[src/rtl/extBusPkg.sv]
package extBusPkg;
  localparam int CYC_CLKS = 12;
  localparam int HALF_CLKS = CYC_CLKS / 2;

  typedef enum logic [1:0] {
    CYC_NORM = 2'd0,
    CYC_ACCA = 2'd1,
    CYC_ACCB = 2'd2
  } cycKind_e;

  typedef struct packed {
    logic idle;
    logic aleOn;
    logic psenOn;
    logic rdOn;
    logic wrOn;
    logic drvFetchLo;
    logic drvDataAddr;
    logic drvWrData;
    logic hiData;
    logic hiPort;
    logic latchFetch;
    logic latchData;
    logic capture;
  } busCtl_t;
endpackage

[src/rtl/extBusCtrl.sv]
module extBusCtrl
  import extBusPkg::*;
#(
  parameter int RST_CYCLES = 2
) (
  input  logic    clk,
  input  logic    rst,
  input  logic    fetchReq,
  input  logic    dataReq,
  input  logic    dataWrite,
  input  logic    dataShort,
  output busCtl_t ctl,
  output logic    holdRst
);
  localparam int RST_CLKS = RST_CYCLES * CYC_CLKS;
  localparam int RCW = $clog2(RST_CLKS + 1);
  localparam int TW = $clog2(CYC_CLKS);
  localparam logic [RCW-1:0] RST_LIM = RCW'(RST_CLKS);
  localparam logic [TW-1:0] T_LAST = TW'(CYC_CLKS - 1);
  localparam logic [TW-1:0] T_MID = TW'(HALF_CLKS - 1);
  localparam logic [TW-1:0] T_HALF = TW'(HALF_CLKS);

  logic [RCW-1:0] rstCnt;
  logic [TW-1:0]  tick;
  cycKind_e       kind;
  logic           fetchExt;
  logic           accWrite;
  logic           accShort;

  logic           firstHalf;
  logic [TW-1:0]  tin;
  logic           fetchHalf;
  logic           inAcc;
  logic           takeData;

  assign holdRst = (rstCnt >= RST_LIM);

  always_ff @(posedge clk) begin
    if (rst) rstCnt <= holdRst ? RST_LIM : rstCnt + 1'b1;
    else     rstCnt <= '0;
  end

  assign takeData = (tick == T_LAST) && (kind != CYC_ACCA) && dataReq;

  always_ff @(posedge clk) begin
    if (holdRst) begin
      tick     <= '0;
      kind     <= CYC_NORM;
      fetchExt <= fetchReq;
      accWrite <= 1'b0;
      accShort <= 1'b0;
    end else begin
      tick <= (tick == T_LAST) ? '0 : tick + 1'b1;
      if (tick == T_LAST) begin
        fetchExt <= fetchReq;
        if (kind == CYC_ACCA)  kind <= CYC_ACCB;
        else if (dataReq)      kind <= CYC_ACCA;
        else                   kind <= CYC_NORM;
      end
      if (takeData) begin
        accWrite <= dataWrite;
        accShort <= dataShort;
      end
    end
  end

  always_comb begin
    firstHalf = (tick < T_HALF);
    tin       = firstHalf ? tick : tick - T_HALF;
    fetchHalf = firstHalf ? (kind != CYC_ACCB) : (kind != CYC_ACCA);
    inAcc     = (kind == CYC_ACCA && !firstHalf) || (kind == CYC_ACCB && firstHalf);

    ctl.idle        = holdRst;
    ctl.aleOn       = !holdRst && !(kind == CYC_ACCB && firstHalf) && (tin <= TW'(2));
    ctl.psenOn      = !holdRst && fetchExt && fetchHalf && (tin >= TW'(4));
    ctl.drvFetchLo  = !holdRst && fetchExt && fetchHalf && (tin <= TW'(3));
    ctl.drvDataAddr = !holdRst && (kind == CYC_ACCA) && !firstHalf && (tin <= TW'(3));
    ctl.drvWrData   = !holdRst && accWrite &&
                      (((kind == CYC_ACCA) && !firstHalf && (tin >= TW'(4))) ||
                       ((kind == CYC_ACCB) && firstHalf));
    ctl.rdOn        = !holdRst && (kind == CYC_ACCB) && firstHalf && !accWrite && (tin <= TW'(4));
    ctl.wrOn        = !holdRst && (kind == CYC_ACCB) && firstHalf && accWrite && (tin <= TW'(4));
    ctl.hiData      = !holdRst && inAcc && !accShort;
    ctl.hiPort      = !holdRst && inAcc && accShort;
    ctl.latchFetch  = holdRst ||
                      (((tick == T_LAST) || (tick == T_MID)) && (kind != CYC_ACCA));
    ctl.latchData   = !holdRst && takeData;
    ctl.capture     = ctl.rdOn && (tin == TW'(4));
  end
endmodule

[src/rtl/extBusPath.sv]
module extBusPath
  import extBusPkg::*;
#(
  parameter int DATA_W = 8,
  parameter int ADDR_W = 2 * DATA_W
) (
  input  logic              clk,
  input  busCtl_t           ctl,
  input  logic [ADDR_W-1:0] fetchAddr,
  input  logic [ADDR_W-1:0] dataAddr,
  input  logic [DATA_W-1:0] wrData,
  input  logic [DATA_W-1:0] p2Reg,
  input  logic [DATA_W-1:0] adIn,
  output logic [DATA_W-1:0] adOut,
  output logic              adOe,
  output logic [DATA_W-1:0] hiOut,
  output logic [DATA_W-1:0] rdData,
  output logic              rdValid
);
  logic [ADDR_W-1:0] fetchLat;
  logic [ADDR_W-1:0] dataLat;
  logic [DATA_W-1:0] wdLat;

  always_ff @(posedge clk) begin
    if (ctl.latchFetch) fetchLat <= fetchAddr;
    if (ctl.latchData) begin
      dataLat <= dataAddr;
      wdLat   <= wrData;
    end
    if (ctl.idle) begin
      rdData  <= '0;
      rdValid <= 1'b0;
    end else begin
      rdValid <= ctl.capture;
      if (ctl.capture) rdData <= adIn;
    end
  end

  always_comb begin
    adOe = ctl.drvFetchLo || ctl.drvDataAddr || ctl.drvWrData;
    if (ctl.drvFetchLo)       adOut = fetchLat[DATA_W-1:0];
    else if (ctl.drvDataAddr) adOut = dataLat[DATA_W-1:0];
    else if (ctl.drvWrData)   adOut = wdLat;
    else                      adOut = '0;

    if (ctl.idle)        hiOut = '0;
    else if (ctl.hiPort) hiOut = p2Reg;
    else if (ctl.hiData) hiOut = dataLat[ADDR_W-1 -: DATA_W];
    else                 hiOut = fetchLat[ADDR_W-1 -: DATA_W];
  end
endmodule

[src/rtl/extBusSequencer.sv]
module extBusSequencer
  import extBusPkg::*;
#(
  parameter int DATA_W = 8,
  parameter int ADDR_W = 2 * DATA_W,
  parameter int RST_CYCLES = 2
) (
  input  logic              clk,
  input  logic              rst,
  input  logic              fetchReq,
  input  logic [ADDR_W-1:0] fetchAddr,
  input  logic              dataReq,
  input  logic              dataWrite,
  input  logic              dataShort,
  input  logic [ADDR_W-1:0] dataAddr,
  input  logic [DATA_W-1:0] wrData,
  input  logic [DATA_W-1:0] p2Reg,
  input  logic [DATA_W-1:0] adIn,
  output logic              ale,
  output logic              psenN,
  output logic              rdN,
  output logic              wrN,
  output logic [DATA_W-1:0] adOut,
  output logic              adOe,
  output logic [DATA_W-1:0] hiOut,
  output logic [DATA_W-1:0] rdData,
  output logic              rdValid
);
  busCtl_t ctl;
  logic    holdRst;

  extBusCtrl #(.RST_CYCLES(RST_CYCLES)) u_ctrl (
    .clk(clk), .rst(rst), .fetchReq(fetchReq), .dataReq(dataReq),
    .dataWrite(dataWrite), .dataShort(dataShort), .ctl(ctl), .holdRst(holdRst)
  );

  extBusPath #(.DATA_W(DATA_W), .ADDR_W(ADDR_W)) u_path (
    .clk(clk), .ctl(ctl), .fetchAddr(fetchAddr), .dataAddr(dataAddr),
    .wrData(wrData), .p2Reg(p2Reg), .adIn(adIn), .adOut(adOut), .adOe(adOe),
    .hiOut(hiOut), .rdData(rdData), .rdValid(rdValid)
  );

  assign ale   = ctl.aleOn;
  assign psenN = !ctl.psenOn;
  assign rdN   = !ctl.rdOn;
  assign wrN   = !ctl.wrOn;
endmodule

[config.mk]
export PLATFORM = sky130hd
export DESIGN_NAME = extBusSequencer
export DESIGN_NICKNAME = d
export VERILOG_FILES = /design/src/rtl/extBusPkg.sv /design/src/rtl/extBusCtrl.sv /design/src/rtl/extBusPath.sv /design/src/rtl/extBusSequencer.sv
export SDC_FILE = /design/constraint.sdc
export NUM_CORES = 1
export LEC_CHECK = 0
export BUFFER_PORTS_ARGS = -buffer_cell sky130_fd_sc_hd__buf_4
export CAP_MARGIN = 15
export CORE_MARGIN = 2
export CORE_UTILIZATION = 35
export CTS_CLUSTER_DIAMETER = 150
export CTS_CLUSTER_SIZE = 30
export DETAILED_ROUTE_END_ITERATION = 12
export HOLD_SLACK_MARGIN = 0.08
export PLACE_DENSITY = 0.62
export REMOVE_ABC_BUFFERS = 1
export SETUP_SLACK_MARGIN = 0.15
export SYNTH_ARGS = -nofsm -noshare
export SYNTH_HDL_FRONTEND = slang
export SYNTH_HIERARCHICAL = 1
export SYNTH_SLANG_ARGS = --single-unit
[constraint.sdc]
create_clock -name clk -period 3.45 [get_ports clk]
set_clock_uncertainty 0.05 [all_clocks]
set_input_delay 0.345 -clock clk [delete_from_list [all_inputs] [get_ports clk]]
set_output_delay 0.345 -clock clk [all_outputs]
set_load 0.01 [all_outputs]
==> results.rst <==
.. list-table::
   :header-rows: 1

   * - Metric
     - Value
   * - Run status
     - complete, no violations
   * - Crit path DAT
     - 2.47 ns
   * - Gr ovfl total
     - 0
   * - Synthesis warning total
     - 6
   * - Power per cell area
     - 769.8 nW/µm²
   * - Hpwl dp
     - about 4.5 mm
   * - TritonCTS Sinks
     - 63
   * - Via count of the first global-routing pass
     - 2092
   * - Depth of the critical timing path with buffers and inverters included
     - 6
   * - Critical path origin
     - u_ctrl/tick[1]
   * - Post-Route Hold Slack
     - 0.1367 ns
   * - CP delay by family, top
     - compound AO/OA/AOI/OAI gates
   * - Final net count
     - around 390
   * - Router iterations before antenna repair
     - 4
   * - Placeable core region
     - between 7000 and 8000 µm²
   * - Unique cell type count in the Yosys netlist
     - 43
   * - Global placer's final weighted congestion
     - 0.7949
   * - Setup violations, final
     - 0
   * - CP Class
     - reg -> out
   * - Buffering stage count on the worst path with inverters included
     - 1
   * - Synth Cell Area
     - 2774 µm²
   * - Wirelength per Cell
     - 14.04 µm
   * - Hold bufs inserted after CTS
     - 0
   * - Hold Crit Class
     - in -> reg
   * - Antenna violations before repair
     - 0
   * - Vias per inst
     - 4.627
   * - FF-to-FF setup slack
     - 1.30 ns
   * - Area post-placement
     - between 3000 and 4000 µm²
   * - CTS buffer count
     - 9
   * - Headroom to the max-slew limit
     - 51.72%
   * - Final number of max-transition violations
     - 0
   * - CTS tree
     - yes
   * - Die Width
     - between 90 and 100 µm
   * - CTS resizes
     - 0
   * - Slowest stage delay, CP
     - 0.60 ns
   * - Wire length of the first global-routing pass
     - 9.811 mm
   * - Port Buffer Count
     - a little over 90
   * - Fraction of layout cells with a size suffix above 1
     - 37.05%
   * - F_max
     - 0.3487 GHz
   * - Count of flip-flops with a built-in enable after synthesis
     - slightly above 40
   * - Count of inserted antenna diode cells
     - 0
   * - Cell row count
     - 32
   * - Number of DRC violations after detailed routing
     - 0
   * - Post-CTS Setup Repair Bufs
     - 0
   * - Leakage component of the power
     - ~1.5 nW
   * - Final worst path period share
     - 83.14%
   * - Final ANT Viol Nets
     - 0
   * - Post-synthesis register bit count
     - 63
   * - Unrepaired setup endpoints after global routing
     - false
   * - Htree depth
     - 3
   * - Cell count of the worst reg-to-reg path
     - 5
   * - Sequential cell area fraction in the yosys report
     - between 60% and 70%
   * - Crit path launch type
     - flip-flop
   * - Total count of hold-check failures in the final report
     - 0
   * - Area of combinational cells with multiple inputs
     - around 1000 µm²
   * - Post-Layout Inst Area
     - roughly 3800 µm²
   * - Most frequently used flop master after synthesis
     - sky130_fd_sc_hd__edfxtp_1
   * - Asr flop ratio synth
     - 0%
   * - # IOs
     - 92
   * - Syn-to-layout area delta
     - 36.58%
   * - Cell Chain, Critical Path
     - a21oi_1, mux2i_1, and4_1, a21oi_1, a21oi_1, buf_4
   * - Setup TNS
     - 0 ns
   * - Setup crit end kind
     - output pin
   * - Clock latency of the later-clocked register in the worst-skew pair
     - 0.33 ns
   * - Required time at the endpoint of the critical path
     - 3.05 ns
   * - Initial DRC count
     - 62
   * - Library cell appearing most often on the critical path
     - sky130_fd_sc_hd__a21oi_1
   * - Total GRT Usage
     - 14.65%
   * - Largest voltage drop on the vdd net
     - 365.6 µV
   * - Via count
     - 2008
   * - Area of the die
     - 8654 µm²
   * - Maximum number of pins on one net before global-route repair
     - 25
   * - Largest fanout of any net on the critical path
     - 17
   * - Total length of routed wires
     - 6.092 mm
   * - Startpoint of the worst register-to-register path
     - u_ctrl/rstCnt[4]
   * - Reg area
     - approximately 1700 µm²
   * - Buffer cell driving the clock tree root
     - sky130_fd_sc_hd__clkbuf_8
   * - Count of max-cap constraint violations
     - 0
   * - Cell count after synthesis
     - 230
   * - Clk slew on worst S/H paths
     - 0.08 ns
   * - Max Buffers Root-to-Sink
     - 2
   * - Transition time at the pin with the least slew margin
     - 0.7241 ns
   * - Period minus WS final
     - 2.868 ns
   * - Mean Syn Cell Area
     - between 10 and 15 µm²
   * - Worst setup path end
     - adOut[1]
   * - Endpoint of the lowest-slack register-to-register path
     - u_path/dataLat[3]
   * - Vert. Die Dim
     - 93.03 µm
   * - Initial core utilization
     - 36.08%
   * - Critical Path Slowest Stage Cell
     - sky130_fd_sc_hd__and4_1
   * - Fillers
     - 729
   * - Total Power
     - 2.916 mW
[cells in the mapped netlist (2+ instances only)]
master	instances	area, µm²
sky130_fd_sc_hd__a211oi_1	9	67.56
sky130_fd_sc_hd__a21oi_1	20	100.1
sky130_fd_sc_hd__a31oi_1	2	12.51
sky130_fd_sc_hd__buf_2	5	25.02
sky130_fd_sc_hd__buf_6	2	22.52
sky130_fd_sc_hd__clkbuf_1	2	7.510
sky130_fd_sc_hd__dfxtp_1	22	440.4
sky130_fd_sc_hd__edfxtp_1	41	1231
sky130_fd_sc_hd__ha_1	5	62.56
sky130_fd_sc_hd__inv_1	8	30.03
sky130_fd_sc_hd__mux2i_1	20	200.2
sky130_fd_sc_hd__nand2_1	9	33.78
sky130_fd_sc_hd__nand2b_1	2	12.51
sky130_fd_sc_hd__nand3_1	3	15.01
sky130_fd_sc_hd__nand3b_1	8	60.06
sky130_fd_sc_hd__nor2_1	16	60.06
sky130_fd_sc_hd__nor2_2	2	12.51
sky130_fd_sc_hd__nor2b_1	20	125.1
sky130_fd_sc_hd__nor3_1	4	20.02
sky130_fd_sc_hd__nor3b_1	2	15.01
sky130_fd_sc_hd__o21ai_0	3	15.01
sky130_fd_sc_hd__or3_1	2	12.51
sky130_fd_sc_hd__xnor2_1	3	26.28
[placed cells by master (no fill, tap or decap), types with 2 or more instances in the layout]
master	instances
sky130_fd_sc_hd__a211oi_1	9
sky130_fd_sc_hd__a21oi_1	20
sky130_fd_sc_hd__a31oi_1	2
sky130_fd_sc_hd__buf_4	97
sky130_fd_sc_hd__bufinv_16	2
sky130_fd_sc_hd__clkbuf_8	9
sky130_fd_sc_hd__clkinv_1	2
sky130_fd_sc_hd__clkinvlp_4	2
sky130_fd_sc_hd__dfxtp_1	22
sky130_fd_sc_hd__edfxtp_1	41
sky130_fd_sc_hd__ha_1	5
sky130_fd_sc_hd__inv_1	8
sky130_fd_sc_hd__mux2i_1	20
sky130_fd_sc_hd__nand2_1	9
sky130_fd_sc_hd__nand2b_1	2
sky130_fd_sc_hd__nand3_1	3
sky130_fd_sc_hd__nand3b_1	8
sky130_fd_sc_hd__nor2_1	15
sky130_fd_sc_hd__nor2_2	3
sky130_fd_sc_hd__nor2b_1	20
sky130_fd_sc_hd__nor3_1	4
sky130_fd_sc_hd__nor3b_1	2
sky130_fd_sc_hd__o21ai_0	2
sky130_fd_sc_hd__or3_1	2
sky130_fd_sc_hd__xnor2_1	3
[stage by stage]
step | setup WS, ns | util [%] | cells
final | 0.5818 | 49.28 | 434
after floorplan | 0.5595 | - | 219
after detailed placement | 0.8936 | 46.42 | 418
after global placement | 0.9039 | 46.42 | 418
after CTS | 0.5195 | 49.28 | 434
after global routing | 0.3083 | 49.28 | 434
[worst min path at each step]
stage | start | endpoint | slack (ns) | cells after the start
2_1_floorplan | u_ctrl/rstCnt[0] | u_ctrl/rstCnt[0] | 0.39 | 1
3_3_place_gp | u_ctrl/rstCnt[0] | u_ctrl/rstCnt[0] | 0.43 | 1
3_5_place_dp | u_ctrl/rstCnt[0] | u_ctrl/rstCnt[0] | 0.43 | 1
4_1_cts | fetchAddr[0] | u_path/fetchLat[0] | 0.12 | 1
5_1_grt | fetchAddr[0] | u_path/fetchLat[0] | 0.12 | 1
6_report | wrData[1] | u_path/wdLat[1] | 0.14 | 1
[metal layers]
layer  track usage, %  part of all wire (%)
met1            18.83                    46
met2            23.67                    46
met3            3.787                   6.6
met4            5.882                   1.1
met5                0                     0
[cell families after synthesis]
group / synth area share [%]
AOI/OAI and AO/OA: 8.886
xor gates and xnor gates: 0.9474
adders and majority gates: 2.255
buffers and inverters: 3.789
DFF: 60.26
muxes: 7.217
and+or+nand+nor: 16.64
[registers in the layout, summed over array words and instances, names as in the netlist]
name,flops
u_ctrl/accWrite,1
u_ctrl/kind,2
u_ctrl/rstCnt,5
u_path/fetchLat,16
u_ctrl/accShort,1
u_path/rdValid,1
u_ctrl/fetchExt,1
u_path/wdLat,8
u_path/dataLat,16
u_path/rdData,8
u_ctrl/tick,4
[power by group]
part           total [mW]  leakage (nW)  internal (mW)  switching [mW]
Combinational        1.17         0.836          0.578           0.595
Sequential           1.04         0.555          0.942          0.0999
Clock               0.701         0.103          0.408           0.293
Total                2.92          1.49           1.93           0.988
[layout make-up]
| type | count | area share [%] |
|---|---|---|
| flip-flops and latches | 63 | 44.12 |
| clock buffers | 9 | 3.269 |
| well taps | 102 | 3.369 |
| multi-input cells | 146 | 26.49 |
| repair buffers | 97 | 19.22 |
| clock inverters | 7 | 2.543 |
| inverters | 10 | 0.9908 |
No activity file was read; power rests on OpenSTA's default activity.
